**src/rtl/pbk_pkg.sv**
```systemverilog
package pbk_pkg;
  localparam int unsigned DIGEST_W = 160;
  localparam int unsigned BUS_W    = 32;
  localparam int unsigned ITER_W   = 32;

  typedef enum logic [3:0] {
    ST_IDLE     = 4'd0,
    ST_CHECK    = 4'd1,
    ST_IN_GO    = 4'd2,
    ST_IN_WAIT  = 4'd3,
    ST_OUT_GO   = 4'd4,
    ST_OUT_WAIT = 4'd5,
    ST_LOAD     = 4'd6,
    ST_DONE     = 4'd7
  } pbk_state_e;
endpackage

```
**src/rtl/pbk_ctrl.sv**
```systemverilog
module pbk_ctrl
  import pbk_pkg::*;
(
  input  logic clk,
  input  logic rst_n,
  input  logic start,
  input  logic hash_rdy,
  input  logic iter_done,
  output logic hash_go,
  output logic hash_sel,
  output logic init_stb,
  output logic acc_stb,
  output logic cnt_inc,
  output logic sr_load,
  output logic result_ready
);
  pbk_state_e state_q, state_d;
  logic       accepting;

  assign accepting = (state_q == ST_IDLE) || (state_q == ST_DONE);

  always_ff @(posedge clk) begin
    if (!rst_n) state_q <= ST_IDLE;
    else        state_q <= state_d;
  end

  always_comb begin
    state_d = state_q;
    unique case (state_q)
      ST_IDLE, ST_DONE: if (start) state_d = ST_CHECK;
      ST_CHECK:         state_d = iter_done ? ST_LOAD : ST_IN_GO;
      ST_IN_GO:         state_d = ST_IN_WAIT;
      ST_IN_WAIT:       if (hash_rdy) state_d = ST_OUT_GO;
      ST_OUT_GO:        state_d = ST_OUT_WAIT;
      ST_OUT_WAIT:      if (hash_rdy) state_d = ST_CHECK;
      ST_LOAD:          state_d = ST_DONE;
      default:          state_d = ST_IDLE;
    endcase
  end

  assign init_stb     = accepting && start;
  assign hash_go      = (state_q == ST_IN_GO) || (state_q == ST_OUT_GO);
  assign hash_sel     = (state_q == ST_OUT_GO) || (state_q == ST_OUT_WAIT);
  assign acc_stb      = (state_q == ST_OUT_WAIT) && hash_rdy;
  assign cnt_inc      = acc_stb;
  assign sr_load      = (state_q == ST_LOAD);
  assign result_ready = (state_q == ST_DONE);

  // a request lasts a single cycle
  a_r3_go_single: assert property (@(posedge clk) disable iff (!rst_n)
    hash_go |=> !hash_go);
  // an outer request is always followed by waiting on the outer step
  a_r3_outer_waits: assert property (@(posedge clk) disable iff (!rst_n)
    (hash_go && hash_sel) |=> (hash_sel && !hash_go));
  // loading the output register makes the result ready next cycle
  a_r7_load_then_ready: assert property (@(posedge clk) disable iff (!rst_n)
    sr_load |=> result_ready);
  // a start pulse during a running computation does not restart it
  a_r10_busy_start: assert property (@(posedge clk) disable iff (!rst_n)
    (!accepting && start && hash_go) |=> !hash_go);
  // nothing folds while the result is on display
  a_r9_ready_quiet: assert property (@(posedge clk) disable iff (!rst_n)
    result_ready |-> (!acc_stb && !hash_go));
endmodule

```
**src/rtl/pbk_accum.sv**
```systemverilog
module pbk_accum #(
  parameter int unsigned DIGEST_W = pbk_pkg::DIGEST_W
) (
  input  logic                clk,
  input  logic                rst_n,
  input  logic                init_stb,
  input  logic [DIGEST_W-1:0] first_blk,
  input  logic                acc_stb,
  input  logic [DIGEST_W-1:0] hash_res,
  output logic [DIGEST_W-1:0] cur_blk,
  output logic [DIGEST_W-1:0] acc_val
);
  function automatic logic [DIGEST_W-1:0] chain_fold(
    input logic [DIGEST_W-1:0] running, input logic [DIGEST_W-1:0] fresh);
    return running ^ fresh;
  endfunction

  always_ff @(posedge clk) begin
    if (!rst_n) begin
      cur_blk <= '0;
      acc_val <= '0;
    end else if (init_stb) begin
      cur_blk <= first_blk;
      acc_val <= first_blk;
    end else if (acc_stb) begin
      cur_blk <= hash_res;
      acc_val <= chain_fold(acc_val, hash_res);
    end
  end

  // after a start both registers carry the same first block
  a_r2_init_equal: assert property (@(posedge clk) disable iff (!rst_n)
    init_stb |=> (acc_val == cur_blk));
  // the current block follows the outer result
  a_r4_cur_follows: assert property (@(posedge clk) disable iff (!rst_n)
    (acc_stb && !init_stb) |=> (cur_blk == $past(hash_res)));
  // without a strobe the running XOR holds
  a_r4_acc_hold: assert property (@(posedge clk) disable iff (!rst_n)
    (!acc_stb && !init_stb) |=> $stable(acc_val));
endmodule

```
**src/rtl/pbk_iter_cnt.sv**
```systemverilog
module pbk_iter_cnt #(
  parameter int unsigned ITER_W = pbk_pkg::ITER_W
) (
  input  logic              clk,
  input  logic              rst_n,
  input  logic              init_stb,
  input  logic              cnt_inc,
  input  logic [ITER_W-1:0] iter_count,
  output logic              iter_done
);
  localparam logic [ITER_W-1:0] ONE = ITER_W'(1);

  logic [ITER_W-1:0] cnt_q;
  logic [ITER_W-1:0] target_q;

  function automatic logic reached(input logic [ITER_W-1:0] cnt,
                                   input logic [ITER_W-1:0] tgt);
    return cnt >= tgt;
  endfunction

  always_ff @(posedge clk) begin
    if (!rst_n) begin
      cnt_q    <= '0;
      target_q <= '0;
    end else if (init_stb) begin
      cnt_q    <= ONE;
      target_q <= iter_count;
    end else if (cnt_inc) begin
      cnt_q    <= cnt_q + ONE;
    end
  end

  assign iter_done = reached(cnt_q, target_q);

  // a start sets the count to one
  a_r2_count_one: assert property (@(posedge clk) disable iff (!rst_n)
    init_stb |=> (cnt_q == ONE));
  // no iteration is counted once the target is reached
  a_r5_no_overrun: assert property (@(posedge clk) disable iff (!rst_n)
    cnt_inc |-> !iter_done);
  // the captured target does not move during a run
  a_r10_target_hold: assert property (@(posedge clk) disable iff (!rst_n)
    !init_stb |=> $stable(target_q));
endmodule

```
**src/rtl/pbk_out_sreg.sv**
```systemverilog
module pbk_out_sreg #(
  parameter int unsigned DIGEST_W = pbk_pkg::DIGEST_W,
  parameter int unsigned BUS_W    = pbk_pkg::BUS_W
) (
  input  logic                clk,
  input  logic                rst_n,
  input  logic                sr_load,
  input  logic [DIGEST_W-1:0] load_data,
  input  logic                out_en,
  output logic [BUS_W-1:0]    out_word
);
  logic [DIGEST_W-1:0] sreg_q;

  function automatic logic [DIGEST_W-1:0] advance(input logic [DIGEST_W-1:0] v);
    return {v[DIGEST_W-BUS_W-1:0], {BUS_W{1'b0}}};
  endfunction

  always_ff @(posedge clk) begin
    if (!rst_n)       sreg_q <= '0;
    else if (sr_load) sreg_q <= load_data;
    else if (out_en)  sreg_q <= advance(sreg_q);
  end

  assign out_word = sreg_q[DIGEST_W-1 -: BUS_W];

  // a load presents the most significant word first
  a_r8_first_word: assert property (@(posedge clk) disable iff (!rst_n)
    sr_load |=> (out_word == $past(load_data[DIGEST_W-1 -: BUS_W])));
  // the word holds unless loaded or advanced
  a_r8_hold: assert property (@(posedge clk) disable iff (!rst_n)
    (!sr_load && !out_en) |=> $stable(out_word));
endmodule

```
**src/rtl/pbk_f_engine.sv**
```systemverilog
module pbk_f_engine
  import pbk_pkg::*;
(
  input  logic                clk,
  input  logic                rst_n,
  input  logic                start,
  input  logic [DIGEST_W-1:0] first_blk,
  input  logic [ITER_W-1:0]   iter_count,
  output logic                hash_go,
  output logic                hash_sel,
  output logic [DIGEST_W-1:0] cur_blk,
  input  logic                hash_rdy,
  input  logic [DIGEST_W-1:0] hash_res,
  input  logic                out_en,
  output logic [BUS_W-1:0]    out_word,
  output logic                result_ready
);
  logic                init_stb;
  logic                acc_stb;
  logic                cnt_inc;
  logic                sr_load;
  logic                iter_done;
  logic [DIGEST_W-1:0] acc_val;

  pbk_ctrl u_ctrl (
    .clk(clk), .rst_n(rst_n), .start(start), .hash_rdy(hash_rdy),
    .iter_done(iter_done), .hash_go(hash_go), .hash_sel(hash_sel),
    .init_stb(init_stb), .acc_stb(acc_stb), .cnt_inc(cnt_inc),
    .sr_load(sr_load), .result_ready(result_ready)
  );

  pbk_accum #(.DIGEST_W(DIGEST_W)) u_accum (
    .clk(clk), .rst_n(rst_n), .init_stb(init_stb), .first_blk(first_blk),
    .acc_stb(acc_stb), .hash_res(hash_res), .cur_blk(cur_blk),
    .acc_val(acc_val)
  );

  pbk_iter_cnt #(.ITER_W(ITER_W)) u_cnt (
    .clk(clk), .rst_n(rst_n), .init_stb(init_stb), .cnt_inc(cnt_inc),
    .iter_count(iter_count), .iter_done(iter_done)
  );

  pbk_out_sreg #(.DIGEST_W(DIGEST_W), .BUS_W(BUS_W)) u_sreg (
    .clk(clk), .rst_n(rst_n), .sr_load(sr_load), .load_data(acc_val),
    .out_en(out_en), .out_word(out_word)
  );

  // no request and no result straight after reset
  a_r1_reset_quiet: assert property (@(posedge clk)
    !rst_n |=> (!hash_go && !result_ready));
endmodule

```
**config.mk**
```make
export PLATFORM = sky130hd
export DESIGN_NAME = pbk_f_engine
export DESIGN_NICKNAME = d
export VERILOG_FILES = /design/src/rtl/pbk_pkg.sv /design/src/rtl/pbk_ctrl.sv /design/src/rtl/pbk_accum.sv /design/src/rtl/pbk_iter_cnt.sv /design/src/rtl/pbk_out_sreg.sv /design/src/rtl/pbk_f_engine.sv
export SDC_FILE = /design/constraint.sdc
export NUM_CORES = 1
export LEC_CHECK = 0
export BUFFER_PORTS_ARGS = -buffer_cell sky130_fd_sc_hd__buf_2
export CORE_UTILIZATION = 44
export DETAILED_ROUTE_END_ITERATION = 12
export PLACE_DENSITY = 0.68
export SYNTH_ARGS = -nofsm -noshare
export SYNTH_HDL_FRONTEND = slang
export SYNTH_SLANG_ARGS = --single-unit
```
**constraint.sdc**
```tcl
create_clock -name clk -period 3.86 [get_ports clk]
set_input_delay 0.386 -clock clk [delete_from_list [all_inputs] [get_ports clk]]
set_output_delay 0.386 -clock clk [all_outputs]
set_load 0.1 [all_outputs]
```
# Word-level counts from Yosys, hierarchy flattened
# Cells that the tools add are included.
# classes
n_addsub	1
eq_ne	10
reduce_logical	11
muxes	13
bitwise	2
magnitude_cmp	1
# ops
operator	n
$mux 160	6
$xor 160x160->160	1
$add 32x1->32 const B	1
$ge 32x32->1	1
$pmux 4 s7	1
$eq 4x3->1 const B	4
$mux 4	3
$eq 4x2->1 const B	2
$ne 2x2->1 const B	3
$eq 4x1->1 const B	1
$logic_not 4->1	1
$reduce_bool 2->1	2
$reduce_or 2->1	2
$logic_or 1x1->1	3
$mux 3	1
$reduce_and 3->1	1
$logic_and 1x1->1	2
$mux 1	2
$not 1->1	1
# word_totals
wordCells	45
register_bits	548
input_bits	357
out_inout_bits	195

# Logic depth before layout (Yosys ltp)
# Gate-level depths: netlist of the first run.
# depth
ltp_word	4
depth_mapped	8
ltp_nobuf	7

# Modules after synthesis
# A second synthesis of the first run with hierarchy kept.
# unflattened
cells_unflattened	2530
hier_area_um2	24330.8
# modules_own_cells
module	instances	seq_area_each_um2	area_per_inst_um2	cells_per_inst
pbk_accum	1	6406.1	12405.6	1386
pbk_out_sreg	1	3203.1	8249.2	743
pbk_iter_cnt	1	1281.2	3438.3	372
pbk_ctrl	1	60.1	237.7	29

# Worst setup path after synthesis of the first run
# OpenSTA, ideal clock, no wires.
# synth_path
path_kind	reg2reg
start	reg u_ctrl.state_q[2]
end	reg u_accum.cur_blk[104]
required_time_ns	3.724
period_less_slack_ns	2.827
t_arrival_ns	2.690
n_path_buf	3
path_slack_ns	1.033
setup_time_ns	0.136
path_stages_with_launch	9
path_cell_list	dfxtp_1 > buf_2 > inv_1 > nor2_1 > nand3_1 > clkbuf_1 > clkbuf_1 > nand2_1 > a31oi_1
# synth_via
elab_chain_cells	4
elab_cells_between_ends	8
classes_between	2 x eq/ne; 1 x mux; 5 x reduce/logical
# synth_rtl
item	line_no	source
start: declaration	pbk_ctrl.sv:17	pbk_state_e state_q, state_d;
start signal: assignment	pbk_ctrl.sv:24	else state_q <= state_d;
$eq 4x3->1 / $logic_not 4->1 (equally long branches)	pbk_ctrl.sv:20	assign accepting = (state_q == ST_IDLE) || (state_q == ST_DONE);
$logic_or 1x1->1	pbk_ctrl.sv:20	
$logic_and 1x1->1	pbk_ctrl.sv:41	assign init_stb = accepting && start;
$mux 160 / $reduce_bool 2->1 (equally long branches)	n/a	
end signal: assignment	pbk_accum.sv:23	cur_blk <= first_blk;
end signal: assignment	pbk_accum.sv:26	cur_blk <= hash_res;
end: declaration	pbk_accum.sv:10	output logic [DIGEST_W-1:0] cur_blk,
# Several ways; a longest one is shown, not always the timed one.
# A chain may end at the register's enable or synchronous reset.

# Final worst setup path of the first run
# layout_path
start	reg u_ctrl.state_q[2]
end	reg u_accum.acc_val[109]
# layout_via
elab_chain_cells	4
elab_cells_between_ends	8
classes_between	2 x eq/ne; 1 x mux; 5 x reduce/logical
# layout_rtl
item	line_no	source
$eq 4x3->1 / $logic_not 4->1 (equally long branches)	pbk_ctrl.sv:20	
$logic_or 1x1->1	pbk_ctrl.sv:20	
$logic_and 1x1->1	pbk_ctrl.sv:41	
$mux 160 / $reduce_bool 2->1 (equally long branches)	n/a	
end signal: assignment	pbk_accum.sv:24	acc_val <= first_blk;
end signal: assignment	pbk_accum.sv:27	acc_val <= chain_fold(acc_val, hash_res);
end: declaration	pbk_accum.sv:11	output logic [DIGEST_W-1:0] acc_val
# Several ways; a longest one is shown, not always the timed one.

==> impl_results.md, run 1 <==
- Post-synthesis sequential area ratio: 0.472
- Final ANT Viol Nets: 0
- Worst path arrival time: 3200 ps
- Syn-to-layout area delta: 21.5%
- Fraction of registers with async set/reset: 0
- CTS clock-pin slew for the worst setup and hold paths: 60 ps
- Gr usage total: 0.268
- Min-delay worst type: in -> reg
- HPWL after detailed placement: 53900 um
- Worst Skew: 29.5 ps
- Commonest non-fill, non-tap cell in the layout: nand2_1
- Initial antenna violation count: 5
- Grt total ovfl: 0
- Total Wirelength: 75100 um
- Die X: 232 um
- Seq pwr share: 0.415
- CTS buffer count: 58
- Final nets: 3416
- Biggest cell delay along the critical path: 940 ps
- Post-route minimum period: 2730 ps
- DR WL/cell: 20.0 um
- Skew-Pair Late Insertion Delay: 630 ps
- Setup bufs post-CTS: 0
- Number of DRC markers in iteration 0: 1376
- Syn Area/Cell: 8.88 um2
- Post-synth EDFFs: 0
- Ys flop type: dfxtp_1
- Port Buffer Count: 551
- Largest net degree at the start of global routing: 145
- CORE AREA: 0.0517 mm2
- Post-CTS Resized: 0
- First-pass DRT Iterations: 5
- Max-slew violations: 0
- Cell area power density: 573 mW/mm2
- Vias post-DR: 20770
- CTS Buffer Depth: 3
- Die area: 0.0537 mm2
- Clk pwr share: 0.356
- Worst EP required: 4320 ps
- Worst Setup End Kind: flip-flop
- Fin crit share: 0.708
- Sw frac: 0.357
- Synth area leaders: dfxtp_1 47%, nand2_1 9.0%, xor2_1 5.6%, mux2i_1 5.6%, o211a_1 5.6%
- Synth warn: 0
- Worst-path cell chain: and4b_4, buf_4, nand2_1, xor2_1, a21oi_1
- Critical path buffers and inverters: 1
- Final Setup Violations: 0
- Area share of the largest cell type after synthesis: 0.472
- Max-cap check violation count: 0
- Die H: 232 um
- CTS tree: built
- Starting density of the core: 0.449
- Top delay family on crit path: buffers and inverters
- Max VDD drop: 0.000362 V
- P_sw: 5780 uW
- Peak Freq: 0.366 GHz
- First-pass GRT wire length: 112000 um
- DRC viols: 0
- Syn Std Cell Area: 0.0232 mm2
- Area leader, netlist: dfxtp_1
- Clock root buffer: clkbuf_16
- Comb pwr share: 0.229
- Row cnt: 83
- Slew margin rel.: 0.121
- Gp weighted congestion: 0.855
- Most frequent cells in the layout: 554 x nand2_1, 549 x buf_2, 547 x dfxtp_1, 203 x a21oi_1, 152 x o21ai_0
- Setup TNS: 0 ps
- Status: complete, no violations
- CP Class: reg -> reg
- CTS H-Tree Depth: 2
- RSZ-0062 raised after global routing: false
- Pleak: 0.0134 uW
- P_int: 10400 uW
- Post-synth cell types: 46
- DR vias/cell: 5.53
- Post-synthesis cell count: 2615
- Slew @ Worst Pin: 1310 ps
- FF+latch count, synth: 547
- Vias in the first global route: 19528
- Power after layout: 16200 uW
- Final Hold Fails: 0
- Clk sink count: 547
- I/O pin total: 552
- Layout cells sized above 1: 0.220
- Crit start category: flip-flop
- CP max-delay cell: buf_4
- Max FO, Critical Path: 112
- Synthesized Nets: 3005
[kinds of logic after synthesis]
kind of cell	synth area share
and+or+nand+nor	0.127
AOI/OAI and AO/OA	0.216
DFF	0.472
muxes	0.0556
buffers and inverters	0.0514
xor gates and xnor gates	0.0607
adders and majority gates	0.0178
[repair_timing]
item | 4_1_cts | 5_1_grt
endpoints found under the hold margin | 13 | 0
hold buffers | 13 | 0
setup endpoints to repair | 0 | 0
[power groups by stage]
stage                     Clock, uW  Combinational (uW)  Sequential, uW
after floorplan                   0                1220            8350
after global placement            0                3620            6820
after detailed placement          0                3680            6830
after CTS                      5840                3700            6710
after global routing           6110                3920            6770
final                          5750                3710            6720
[path summary, 6_finish.rpt]
| check | start | endpoint | slack (ps) | depth (start not counted) |
|---|---|---|---|---|
| max | u_ctrl.state_q[2]$_SDFFE_PN0P_ | u_accum.acc_val[109]$_SDFFE_PN0P_ | 1130 | 5 |
| min | iter_count[20] | u_cnt.target_q[20]$_SDFFE_PN0P_ | 30 | 3 |
| max reg2reg | u_ctrl.state_q[2]$_SDFFE_PN0P_ | u_accum.acc_val[109]$_SDFFE_PN0P_ | 1130 | 5 |
| min reg2reg | u_accum.cur_blk[140]$_SDFFE_PN0P_ | u_accum.cur_blk[140]$_SDFFE_PN0P_ | 460 | 2 |
[layout make-up]
class                           count  area (um2)
Clock inverter                     25         308
Tap cell                          680         851
Clock buffer                       82        1640
Multi-Input combinational cell   1789       11100
Sequential cell                   547       11000
Inverter                           41         154
Fill cell                        4705       23500
Antenna cell                        2        5.00
Timing Repair Buffer              589        3190
[synth_stat cells, types with 4 or more instances]
library cell,number
xnor2_1,13
ha_1,33
and3_1,7
o31ai_1,11
nand2_1,554
mux2i_1,129
a21boi_0,81
a22oi_1,16
nor2b_1,4
xor2_1,148
dfxtp_1,547
nor3_1,7
buf_2,18
o21ai_0,153
o211a_1,129
buf_4,33
o211ai_1,17
nand3b_1,33
inv_1,41
clkbuf_1,182
nand4_1,11
or4_1,12
nand3_1,25
a31oi_1,146
a21oi_1,203
buf_1,5
nor2_1,29
[layer usage]
metal / part of all wire / global-route usage
met3: 0.066 / 0.0476
met1: 0.44 / 0.358
met2: 0.46 / 0.432
met5: 0.00036 / 0
met4: 0.037 / 0.101
[worst reg2reg max path, delay by kind of cell (launching register included)]
kind / cells / cell delay, ps
buffers and inverters: 1 / 940
flip-flops: 1 / 570
AND/OR/NAND/NOR: 2 / 770
AO/OA/AOI/OAI: 1 / 90
XOR/XNOR: 1 / 210
[flip-flops by register name, summed over array words and instances, names as in the netlist]
signal	cells
u_accum.acc_val	160
u_accum.cur_blk	160
u_cnt.cnt_q	32
u_cnt.target_q	32
u_ctrl.state_q	3
u_sreg.sreg_q	160
[through the flow]
step / worst slack, ps / cell area (um2) / utilization / cells / hold WS [ps]
floorplan: 1030 / 23200 / - / 2615 / 443
global placement: 1330 / 26100 / 0.505 / 3633 / 445
detailed placement: 1210 / 26100 / 0.505 / 3633 / 455
CTS: 1190 / 28200 / 0.546 / 3753 / 0.253
global route: 966 / 28200 / 0.546 / 3753 / 19.9
finish: 1130 / 28200 / 0.546 / 3755 / 29.1
Power figures use the tool's default switching activity.
==> inputs of run 2 (changes only) <==
PLACE_DENSITY = 0.7   (was 0.68)
clock period = 2.42 ns   (was 3.86 ns; I/O delays follow)
==> run 2 against run 1 <==
Compared with the run above: fmax increased by 17%; final area increased by 15%; highest routed layer unchanged; setup slack got worse by 1000 ps; flip-flop and latch count unchanged; via count increased by 12%; critical path depth increased by 2.
==> impl_results.md, run 2 (synthesis gave the netlist of run 1 again) <==
- Peak Freq: 0.428 GHz (+17%)
- CTS clock-pin slew for the worst setup and hold paths: 60 ps (about the same)
- Skew-Pair Late Insertion Delay: 620 ps (about the same)
- Port Buffer Count: 551 (unchanged)
- DR vias/cell: 5.60 (+1.2%)
- Gp weighted congestion: 0.893 (+4.5%)
- Worst path arrival time: 2870 ps (-330 ps)
- CP Class: reg -> reg
- Max-slew violations: 0 (unchanged)
- Cell area power density: 828 mW/mm2 (+44%)
- Max FO, Critical Path: 39 (-65%)
- Clock root buffer: clkbuf_16
- Die X: 232 um (unchanged)
- Initial antenna violation count: 4 (-1)
- Top delay family on crit path: buffers and inverters
- Design area: 0.0324 mm2 (+15%)
- Slew margin rel.: 0.627 (+0.506)
- Worst EP required: 2950 ps (-1370 ps)
- Worst Setup End Kind: flip-flop
- Total Wirelength: 84600 um (+13%)
- Largest net degree at the start of global routing: 122 (-16%)
- Max VDD drop: 0.000651 V (+80%)
- First-pass GRT wire length: 127000 um (+14%)
- CP max-delay cell: dlygate4sd3_1
- Crit start category: flip-flop
- HPWL after detailed placement: 54100 um (+0.40%)
- Post-Place Cell Area: 0.0266 mm2 (+1.6%)
- Setup TNS: 0 ps (unchanged)
- Hold_ws: 35.7 ps (+6.53 ps)
- Status: complete, no violations
- Slew @ Worst Pin: 563 ps (-750 ps)
- Largest registers: u_accum.acc_val: 160 flops, u_accum.cur_blk: 160 flops, u_sreg.sreg_q: 160 flops
- Worst Skew: 18.7 ps (-10.8 ps)
- Die H: 232 um (unchanged)
- Final Hold Fails: 0 (unchanged)
- Most frequent cells in the layout: 554 x nand2_1, 548 x buf_2, 546 x dfxtp_1, 370 x dlygate4sd3_1, 203 x a21oi_1
- Pleak: 0.0152 uW (+13%)
- Vias post-DR: 23261 (+12%)
- Power after layout: 26800 uW (+66%)
- Starting density of the core: 0.449 (unchanged)
- Commonest non-fill, non-tap cell in the layout: nand2_1
- I/O pin total: 552 (unchanged)
- Final ANT Viol Nets: 0 (unchanged)
- Syn-to-layout area delta: 39.4%
- Clk sink count: 547 (unchanged)
- Grt total ovfl: 0 (unchanged)
- CTS buffer count: 57 (-1.7%)
- Worst-path cell chain: and3_1, o21ai_4, buf_12, buf_4, o211ai_1, dlygate4sd3_1, a21oi_1
- DR WL/cell: 20.4 um (+1.8%)
- Biggest cell delay along the critical path: 590 ps (-350 ps)
- Post-route minimum period: 2340 ps (-396 ps)
- Min-delay worst type: in -> reg
- DRC viols: 0 (unchanged)
- CTS H-Tree Depth: 2 (unchanged)
- Critical path buffers and inverters: 3 (+2)
- Vias in the first global route: 22901 (+17%)
- Final nets: 3816 (+12%)
- Die area: 0.0537 mm2 (unchanged)
- Gr usage total: 0.301 (+0.0329)
- CTS tree: built
- Final Setup Violations: 0 (unchanged)
- Number of DRC markers in iteration 0: 1856 (+35%)
- Final WS setup: 81.5 ps (-1040 ps)
- CORE AREA: 0.0517 mm2 (unchanged)
- Fin crit share: 0.966 (+0.258)
- Max-cap check violation count: 0 (unchanged)
- First-pass DRT Iterations: 5 (unchanged)
- CTS Buffer Depth: 3 (unchanged)
- Setup WS pre-CTS: 221 ps (-986 ps)
- Layout cells sized above 1: 0.208 (-0.0120)
- Row cnt: 83 (unchanged)
-- run 2: report_power, final --
group / total [uW] / switching (uW) / leakage [uW] / internal [uW]
combinational: 6700 / 4830 / 0.00971 / 1860
sequential: 10700 / 809 / 0.00448 / 9910
clock: 9400 / 3830 / 0.000968 / 5570
-- run 2: worst paths after layout --
check                                    start                                end  slack [ps]  cells past startpoint
min                             first_blk[116]  u_accum.acc_val[116]$_SDFFE_PN0P_          40                      3
max reg2reg     u_ctrl.state_q[1]$_SDFFE_PN0P_  u_accum.acc_val[140]$_SDFFE_PN0P_          80                      7
min reg2reg  u_accum.cur_blk[140]$_SDFFE_PN0P_  u_accum.cur_blk[140]$_SDFFE_PN0P_         460                      2
max             u_ctrl.state_q[1]$_SDFFE_PN0P_  u_accum.acc_val[140]$_SDFFE_PN0P_          80                      7
-- run 2: worst min-delay path, stage by stage --
cell	delay, ps
buf_2	90
o21ai_0	120
a21oi_1	140
-- run 2: area by class of cell --
type | instances | area (um2)
flip-flops and latches | 547 | 11000
fillers | 4023 | 19300
well taps | 680 | 851
diodes | 3 | 7.51
clock inverters | 23 | 359
inverters | 41 | 154
repair buffers | 989 | 7270
multi-input cells | 1790 | 11100
clock buffers | 82 | 1640
-- run 2: layer usage --
layer	wire, um	vias to the layer above	GRT usage
met1	34900	10974	0.381
met3	5880	298	0.0508
met5	27	-	0
met2	39200	1223	0.491
li1	-	10762	-
met4	4560	4	0.157
-- run 2: repair_timing --
item / CTS / global route
gates resized for setup: 0 / 5
hold buffers: 370 / 0
setup endpoints to repair: 0 / 19
endpoints found under the hold margin: 356 / 0
setup buffers: 0 / 7
-- run 2: through the flow --
stage,utilization,std cells
3_5_place_dp,0.513,3668
6_report,0.626,4155
2_1_floorplan,-,2615
4_1_cts,0.624,4143
3_3_place_gp,0.513,3668
5_1_grt,0.626,4154
